===== src/rtl/sram_seq_pkg.sv =====
package sram_seq_pkg;

  typedef enum logic [1:0] {
    ST_IDLE     = 2'd0,
    ST_RD       = 2'd1,
    ST_WR_SETUP = 2'd2,
    ST_WR_PULSE = 2'd3
  } sram_st_e;

  // ceiling of ns/period, never below one cycle
  function automatic int unsigned ns_to_cycles(input int unsigned ns, input int unsigned period);
    int unsigned c;
    c = (ns + period - 1) / period;
    return (c == 0) ? 1 : c;
  endfunction

  function automatic int unsigned umax(input int unsigned a, input int unsigned b);
    return (a > b) ? a : b;
  endfunction

endpackage


===== src/rtl/sram_phase_timer.sv =====
module sram_phase_timer #(
  parameter int unsigned CW = 2
) (
  input  logic          clk_i,
  input  logic          rst_ni,
  input  logic          load_i,
  input  logic [CW-1:0] load_val_i,
  output logic          done_o
);
  logic [CW-1:0] cnt_q;

  always_ff @(posedge clk_i or negedge rst_ni) begin
    if (!rst_ni)          cnt_q <= '0;
    else if (load_i)      cnt_q <= load_val_i;
    else if (cnt_q != '0) cnt_q <= cnt_q - 1'b1;
  end

  assign done_o = (cnt_q == '0);

  AST_TIMER_STEP: assert property (@(posedge clk_i) disable iff (!rst_ni)
    (!load_i && cnt_q != '0) |=> (cnt_q == $past(cnt_q) - 1'b1));
endmodule


===== src/rtl/sram_strobe_gen.sv =====
module sram_strobe_gen
  import sram_seq_pkg::*;
(
  input  logic     clk_i,
  input  logic     rst_ni,
  input  sram_st_e st_nxt_i,
  output logic     ce_no,
  output logic     we_no,
  output logic     oe_no
);
  // strobes decoded from next state and registered: glitch-free pins
  always_ff @(posedge clk_i or negedge rst_ni) begin
    if (!rst_ni) begin
      ce_no <= 1'b1;
      we_no <= 1'b1;
      oe_no <= 1'b1;
    end else begin
      ce_no <= (st_nxt_i == ST_IDLE);
      we_no <= (st_nxt_i != ST_WR_PULSE);
      oe_no <= (st_nxt_i != ST_RD);
    end
  end

  AST_WE_NEEDS_CE: assert property (@(posedge clk_i) disable iff (!rst_ni)
    !we_no |-> !ce_no);
  AST_OE_WE_EXCL: assert property (@(posedge clk_i) disable iff (!rst_ni)
    !(!we_no && !oe_no));
endmodule


===== src/rtl/sram_dq_path.sv =====
module sram_dq_path #(
  parameter int unsigned DW = 8
) (
  input  logic          clk_i,
  input  logic          rst_ni,
  input  logic          wdata_ld_i,
  input  logic [DW-1:0] wdata_i,
  input  logic          drv_nxt_i,
  input  logic          cap_i,
  input  logic [DW-1:0] dq_i,
  input  logic          oe_n_i,
  output logic [DW-1:0] dq_o,
  output logic          dq_oe_o,
  output logic [DW-1:0] rdata_o
);
  always_ff @(posedge clk_i or negedge rst_ni) begin
    if (!rst_ni) begin
      dq_o    <= '0;
      dq_oe_o <= 1'b0;
      rdata_o <= '0;
    end else begin
      dq_oe_o <= drv_nxt_i;
      if (wdata_ld_i) dq_o    <= wdata_i;
      if (cap_i)      rdata_o <= dq_i;
    end
  end

  AST_NO_CONTENTION: assert property (@(posedge clk_i) disable iff (!rst_ni)
    dq_oe_o |-> (oe_n_i && $past(oe_n_i)));
  AST_WDATA_HOLD: assert property (@(posedge clk_i) disable iff (!rst_ni)
    (dq_oe_o && $past(dq_oe_o)) |-> $stable(dq_o));
endmodule


===== src/rtl/sram_seq_ctrl.sv =====
module sram_seq_ctrl
  import sram_seq_pkg::*;
#(
  parameter int unsigned AW            = 17,
  parameter int unsigned DW            = 8,
  parameter int unsigned CLK_PERIOD_NS = 20,
  parameter int unsigned T_AA_NS       = 10,
  parameter int unsigned T_OE_NS       = 3,
  parameter int unsigned T_WP_NS       = 7,
  parameter int unsigned T_DW_NS       = 5,
  parameter int unsigned T_AW_NS       = 8
) (
  input  logic          clk_i,
  input  logic          rst_ni,
  input  logic          req_i,
  input  logic          we_i,
  input  logic [AW-1:0] addr_i,
  input  logic [DW-1:0] wdata_i,
  output logic          ready_o,
  output logic [DW-1:0] rdata_o,
  output logic [AW-1:0] sram_addr_o,
  output logic          sram_ce_no,
  output logic          sram_we_no,
  output logic          sram_oe_no,
  output logic [DW-1:0] sram_dq_o,
  output logic          sram_dq_oe_o,
  input  logic [DW-1:0] sram_dq_i
);
  localparam int unsigned N_RD = umax(ns_to_cycles(T_AA_NS, CLK_PERIOD_NS),
                                      ns_to_cycles(T_OE_NS, CLK_PERIOD_NS));
  localparam int unsigned N_WP = umax(ns_to_cycles(T_WP_NS, CLK_PERIOD_NS),
                                      umax(ns_to_cycles(T_DW_NS, CLK_PERIOD_NS),
                                           ns_to_cycles(T_AW_NS, CLK_PERIOD_NS)));
  localparam int unsigned CNT_MAX = umax(N_RD, N_WP) - 1;
  localparam int unsigned CW = (CNT_MAX < 1) ? 1 : $clog2(CNT_MAX + 1);

  sram_st_e      st_q, st_nxt;
  logic          accept, fin, cap, tmr_load, tmr_done;
  logic [CW-1:0] tmr_val;

  assign accept = (st_q == ST_IDLE) && req_i;

  always_comb begin
    st_nxt   = st_q;
    fin      = 1'b0;
    cap      = 1'b0;
    tmr_load = 1'b0;
    tmr_val  = '0;
    unique case (st_q)
      ST_IDLE: if (req_i) begin
        if (we_i) st_nxt = ST_WR_SETUP;
        else begin
          st_nxt   = ST_RD;
          tmr_load = 1'b1;
          tmr_val  = CW'(N_RD - 1);
        end
      end
      ST_RD: if (tmr_done) begin
        st_nxt = ST_IDLE;
        fin    = 1'b1;
        cap    = 1'b1;
      end
      ST_WR_SETUP: begin
        st_nxt   = ST_WR_PULSE;
        tmr_load = 1'b1;
        tmr_val  = CW'(N_WP - 1);
      end
      ST_WR_PULSE: if (tmr_done) begin
        st_nxt = ST_IDLE;
        fin    = 1'b1;
      end
      default: st_nxt = ST_IDLE;
    endcase
  end

  always_ff @(posedge clk_i or negedge rst_ni) begin
    if (!rst_ni) begin
      st_q        <= ST_IDLE;
      ready_o     <= 1'b0;
      sram_addr_o <= '0;
    end else begin
      st_q    <= st_nxt;
      ready_o <= fin;
      if (accept) sram_addr_o <= addr_i;
    end
  end

  sram_phase_timer #(.CW(CW)) u_timer (
    .clk_i      (clk_i),
    .rst_ni     (rst_ni),
    .load_i     (tmr_load),
    .load_val_i (tmr_val),
    .done_o     (tmr_done)
  );

  sram_strobe_gen u_strobe (
    .clk_i    (clk_i),
    .rst_ni   (rst_ni),
    .st_nxt_i (st_nxt),
    .ce_no    (sram_ce_no),
    .we_no    (sram_we_no),
    .oe_no    (sram_oe_no)
  );

  sram_dq_path #(.DW(DW)) u_dq (
    .clk_i      (clk_i),
    .rst_ni     (rst_ni),
    .wdata_ld_i (accept && we_i),
    .wdata_i    (wdata_i),
    .drv_nxt_i  (st_nxt == ST_WR_SETUP || st_nxt == ST_WR_PULSE),
    .cap_i      (cap),
    .dq_i       (sram_dq_i),
    .oe_n_i     (sram_oe_no),
    .dq_o       (sram_dq_o),
    .dq_oe_o    (sram_dq_oe_o),
    .rdata_o    (rdata_o)
  );

  AST_READY_PULSE: assert property (@(posedge clk_i) disable iff (!rst_ni)
    ready_o |=> !ready_o);
  AST_READY_IDLE: assert property (@(posedge clk_i) disable iff (!rst_ni)
    ready_o |-> (sram_ce_no && sram_we_no && sram_oe_no));
  AST_ADDR_HOLD: assert property (@(posedge clk_i) disable iff (!rst_ni)
    (!sram_ce_no && $past(!sram_ce_no)) |-> $stable(sram_addr_o));
  AST_WE_RISE_ENDS: assert property (@(posedge clk_i) disable iff (!rst_ni)
    $rose(sram_we_no) |-> ready_o);
endmodule


===== config.mk =====
export PLATFORM = sky130hd
export DESIGN_NAME = sram_seq_ctrl
export DESIGN_NICKNAME = d
export VERILOG_FILES = /design/src/rtl/sram_seq_pkg.sv /design/src/rtl/sram_phase_timer.sv /design/src/rtl/sram_strobe_gen.sv /design/src/rtl/sram_dq_path.sv /design/src/rtl/sram_seq_ctrl.sv
export SDC_FILE = /design/constraint.sdc
export NUM_CORES = 1
export LEC_CHECK = 0
export BUFFER_PORTS_ARGS = -buffer_cell sky130_fd_sc_hd__buf_4
export CORE_MARGIN = 10
export CORE_UTILIZATION = 47
export CTS_BUF_LIST = sky130_fd_sc_hd__clkbuf_2 sky130_fd_sc_hd__clkbuf_4 sky130_fd_sc_hd__clkbuf_8
export CTS_CLUSTER_SIZE = 8
export DETAILED_ROUTE_END_ITERATION = 10
export GPL_TIMING_DRIVEN = 0
export PLACE_DENSITY_LB_ADDON = 0.3
export RECOVER_POWER = 50
export SYNTH_ARGS = -nofsm -noshare
export SYNTH_HDL_FRONTEND = slang
export SYNTH_SLANG_ARGS = --single-unit

===== constraint.sdc =====
create_clock -name clk_i -period 1.6 [get_ports clk_i]
set_clock_uncertainty 0.1 [all_clocks]
set_input_delay 0.16 -clock clk_i [delete_from_list [all_inputs] [get_ports clk_i]]
set_output_delay 0.16 -clock clk_i [all_outputs]
set_load 0.01 [all_outputs]

==> results.cfg <==
[cells_and_area]
final_cell_area_mm2 = 0.002614
layout_common_cells = buf_4 (67), dfrtp_1 (37), dlygate4sd3_1 (36)
syn_to_final_growth_pct = 68.33
antennaDiodeCount = 0
drive_above_1_share_pct = 56.40
final_common_cell = buf_4
fin_nets = 247

[sta]
tightest_slew_ns = 0.9506
rsz0062_at_grt = yes
final.min_clock_period_ns = 1.537
setup_violations = 0
finalMaxSlewViolations = 0
hold_violations = 0
relSlewSlack_pct = 36.63
fin_crit_sh_pct = 96.07
hold_ws_ns = 0.4180
fmax_ghz = 0.6506
finalSetupTns_ns = 0

[detailed_routing]
dr.pass1.iters = 4
routed_wl_um = 4448
wl_per_cell_um = 17.44
drtIter0Drc = 77
drc_errors = 0
avgViaCountPerCell = 4.643
vias = 1184
ant_nets = 0

[grt]
grt_usage_pct = 15.31
grt_first_pass_wirelength_um = 7203
first_global_vias = 1374
antenna_found_initial = 0
gr-usage-met2_pct = 27.51
gr-total-overflow = 0
grt_use_met3_pct = 7.604
grt_max_degree = 41
grt.busiest_layer = met2
use_met1_pct = 15.13

[yosys]
syn_area_per_cell_um2 = 17.06
yosysSeqAreaShare_pct = 64.71
yosysUniqueCellTypes = 17
synth_nets = 128
synthCells = 91
synth.ff_latch_count = 40
netlist_area_mm2 = 0.001553
ys_warn_count = 0

[clocking]
clockBufferDepth = 2
cts_tree = yes
path_clk_slew_ns = 0.11
cts_buffers = 5
insertion_delay_ns = 0.33
cts_root_buf = clkbuf_4
cts.sinks = 40
htree_levels = 2

[setup_path]
rr_worst_depth = 4
required_ns = 1.73
rr_endpoint = u_dq.dq_o[1]
start_kind = register
path_class = reg -> reg
worstPathMaxFanout = 9
rrSetupSlack_ns = 0.06
cp-end-kind = register
crit-reg2reg-launch = st_q[0]
critPathArrivalTime_ns = 1.67

[floorplan]
die_h_um = 77.48
rows = 20
die_x_um = 77.48
die-area_mm2 = 0.006002
core_mm2 = 0.003103
io_pins = 75
initial_core_util_pct = 50.04

[power_and_ir_drop]
irDropWorstVdd_mv = 1.075
power_switching_w = 0.001468
clkPwrFrac_pct = 15.4
swShare_pct = 31.23
power.density_mw_per_mm2 = 1798
p_leak_nw = 1.229
seqPwrFrac_pct = 38.8
cellInternalPower_w = 0.003233
p_comb_share_pct = 45.9

[placement]
hpwl_um = 2886
gp_congestion = 0.7122
placed_area_mm2 = 0.002163
port_buffers = 74

[worst_hold_path]
whs_endpoint = u_dq.rdata_o[4]
hold_path_class = reg -> reg
whs_path_depth = 1
worstHoldStart = u_dq.rdata_o[4]

[run]
maxCapViolCount = 0

[status]
outcome = finished, final reports clean
[final cells by class]
class,count,area [µm²]
buffer,6,58.81
clock buffer,7,65.06
clock inverter,1,30.03
fill,181,489.2
inverter,1,3.754
multi-input combinational,44,485.5
sequential,40,1005
tap,44,55.05
timing repair buffer,112,910.9
[power by group through the flow]
stage	logic (W)	clock network [W]	registers, W
6_report	0.00216	0.000723	0.00182
3_5_place_dp	0.00210	0	0.00183
5_1_grt	0.00232	0.000791	0.00189
3_3_place_gp	0.00204	0	0.00179
4_1_cts	0.00217	0.000740	0.00182
2_1_floorplan	0.000836	0	0.00204
[layer usage]
layer,up-vias,part of all wire (%),wire length (µm)
li1,551,-,-
met1,575,36,1608
met2,51,54,2406
met3,7,7.9,353
met4,0,1.8,79
met5,-,0,0
[state kept, by name, summed over array words and instances, names as in the netlist]
| name | count |
|---|---|
| sram_addr_o | 17 |
| u_dq.dq_o | 8 |
| u_dq.rdata_o | 8 |
| st_q | 2 |
| ready_o | 1 |
| u_dq.dq_oe_o | 1 |
| u_strobe.ce_no | 1 |
| u_strobe.oe_no | 1 |
| u_strobe.we_no | 1 |
[cells in the mapped netlist, drive strengths merged]
master,count,area [µm²]
a21oi,2,10.01
buf,5,55.05
clkbuf,1,3.750
dfrtp,37,925.9
dfstp,3,78.83
inv,1,3.750
mux2,33,405.4
nand2b,3,18.77
nor2,2,7.510
nor3b,1,12.51
nor4bb,1,16.27
o21bai,1,7.510
or2b,1,7.510
[worst max path at each step]
stage	slack [ns]	depth (start not counted)	start	to
finish	0.06	4	st_q[0]	u_dq.dq_o[1]
global placement	0.1	4	st_q[0]	u_dq.dq_o[7]
global route	-0.007	5	st_q[0]	sram_addr_o[13]
CTS	0.02	5	st_q[0]	sram_addr_o[8]
detailed placement	0.05	5	st_q[0]	sram_addr_o[14]
floorplan	0.15	4	st_q[0]	u_dq.dq_o[0]
[what timing repair did]
action / in CTS / in global routing
buffers inserted: 0 / 2
hold buffers: 36 / 0
resized for setup: 0 / 0
endpoints found under the hold margin: 74 / 0
setup endpoints to repair: 0 / 11
[per-stage QoR]
step	cells	total power (W)	utilization [%]	setup slack (ns)
detailed placement	209	0.003932	69.72	0.04630
global route	255	0.005006	84.23	-0.006769
finish	255	0.004701	84.23	0.06290
CTS	253	0.004728	84.40	0.02282
global placement	209	0.003831	69.72	0.09523
floorplan	91	0.002871	-	0.1460
[critical path, cell delays in order, from the launching register on]
cell and delay (ns):
dfrtp_1 0.40, buf_6 0.14, nor4bb_2 0.25, buf_4 0.20, mux2_2 0.35
[cell families after synthesis]
kind of cell           Yosys count  synth area share, %
flip-flops                      40                64.71
multiplexers                    33                26.11
AND/OR/NAND/NOR                  8                4.030
buffers and inverters            7                4.028
AO/OA/AOI/OAI                    3                1.128
No activity file was read; power rests on OpenSTA's default activity.
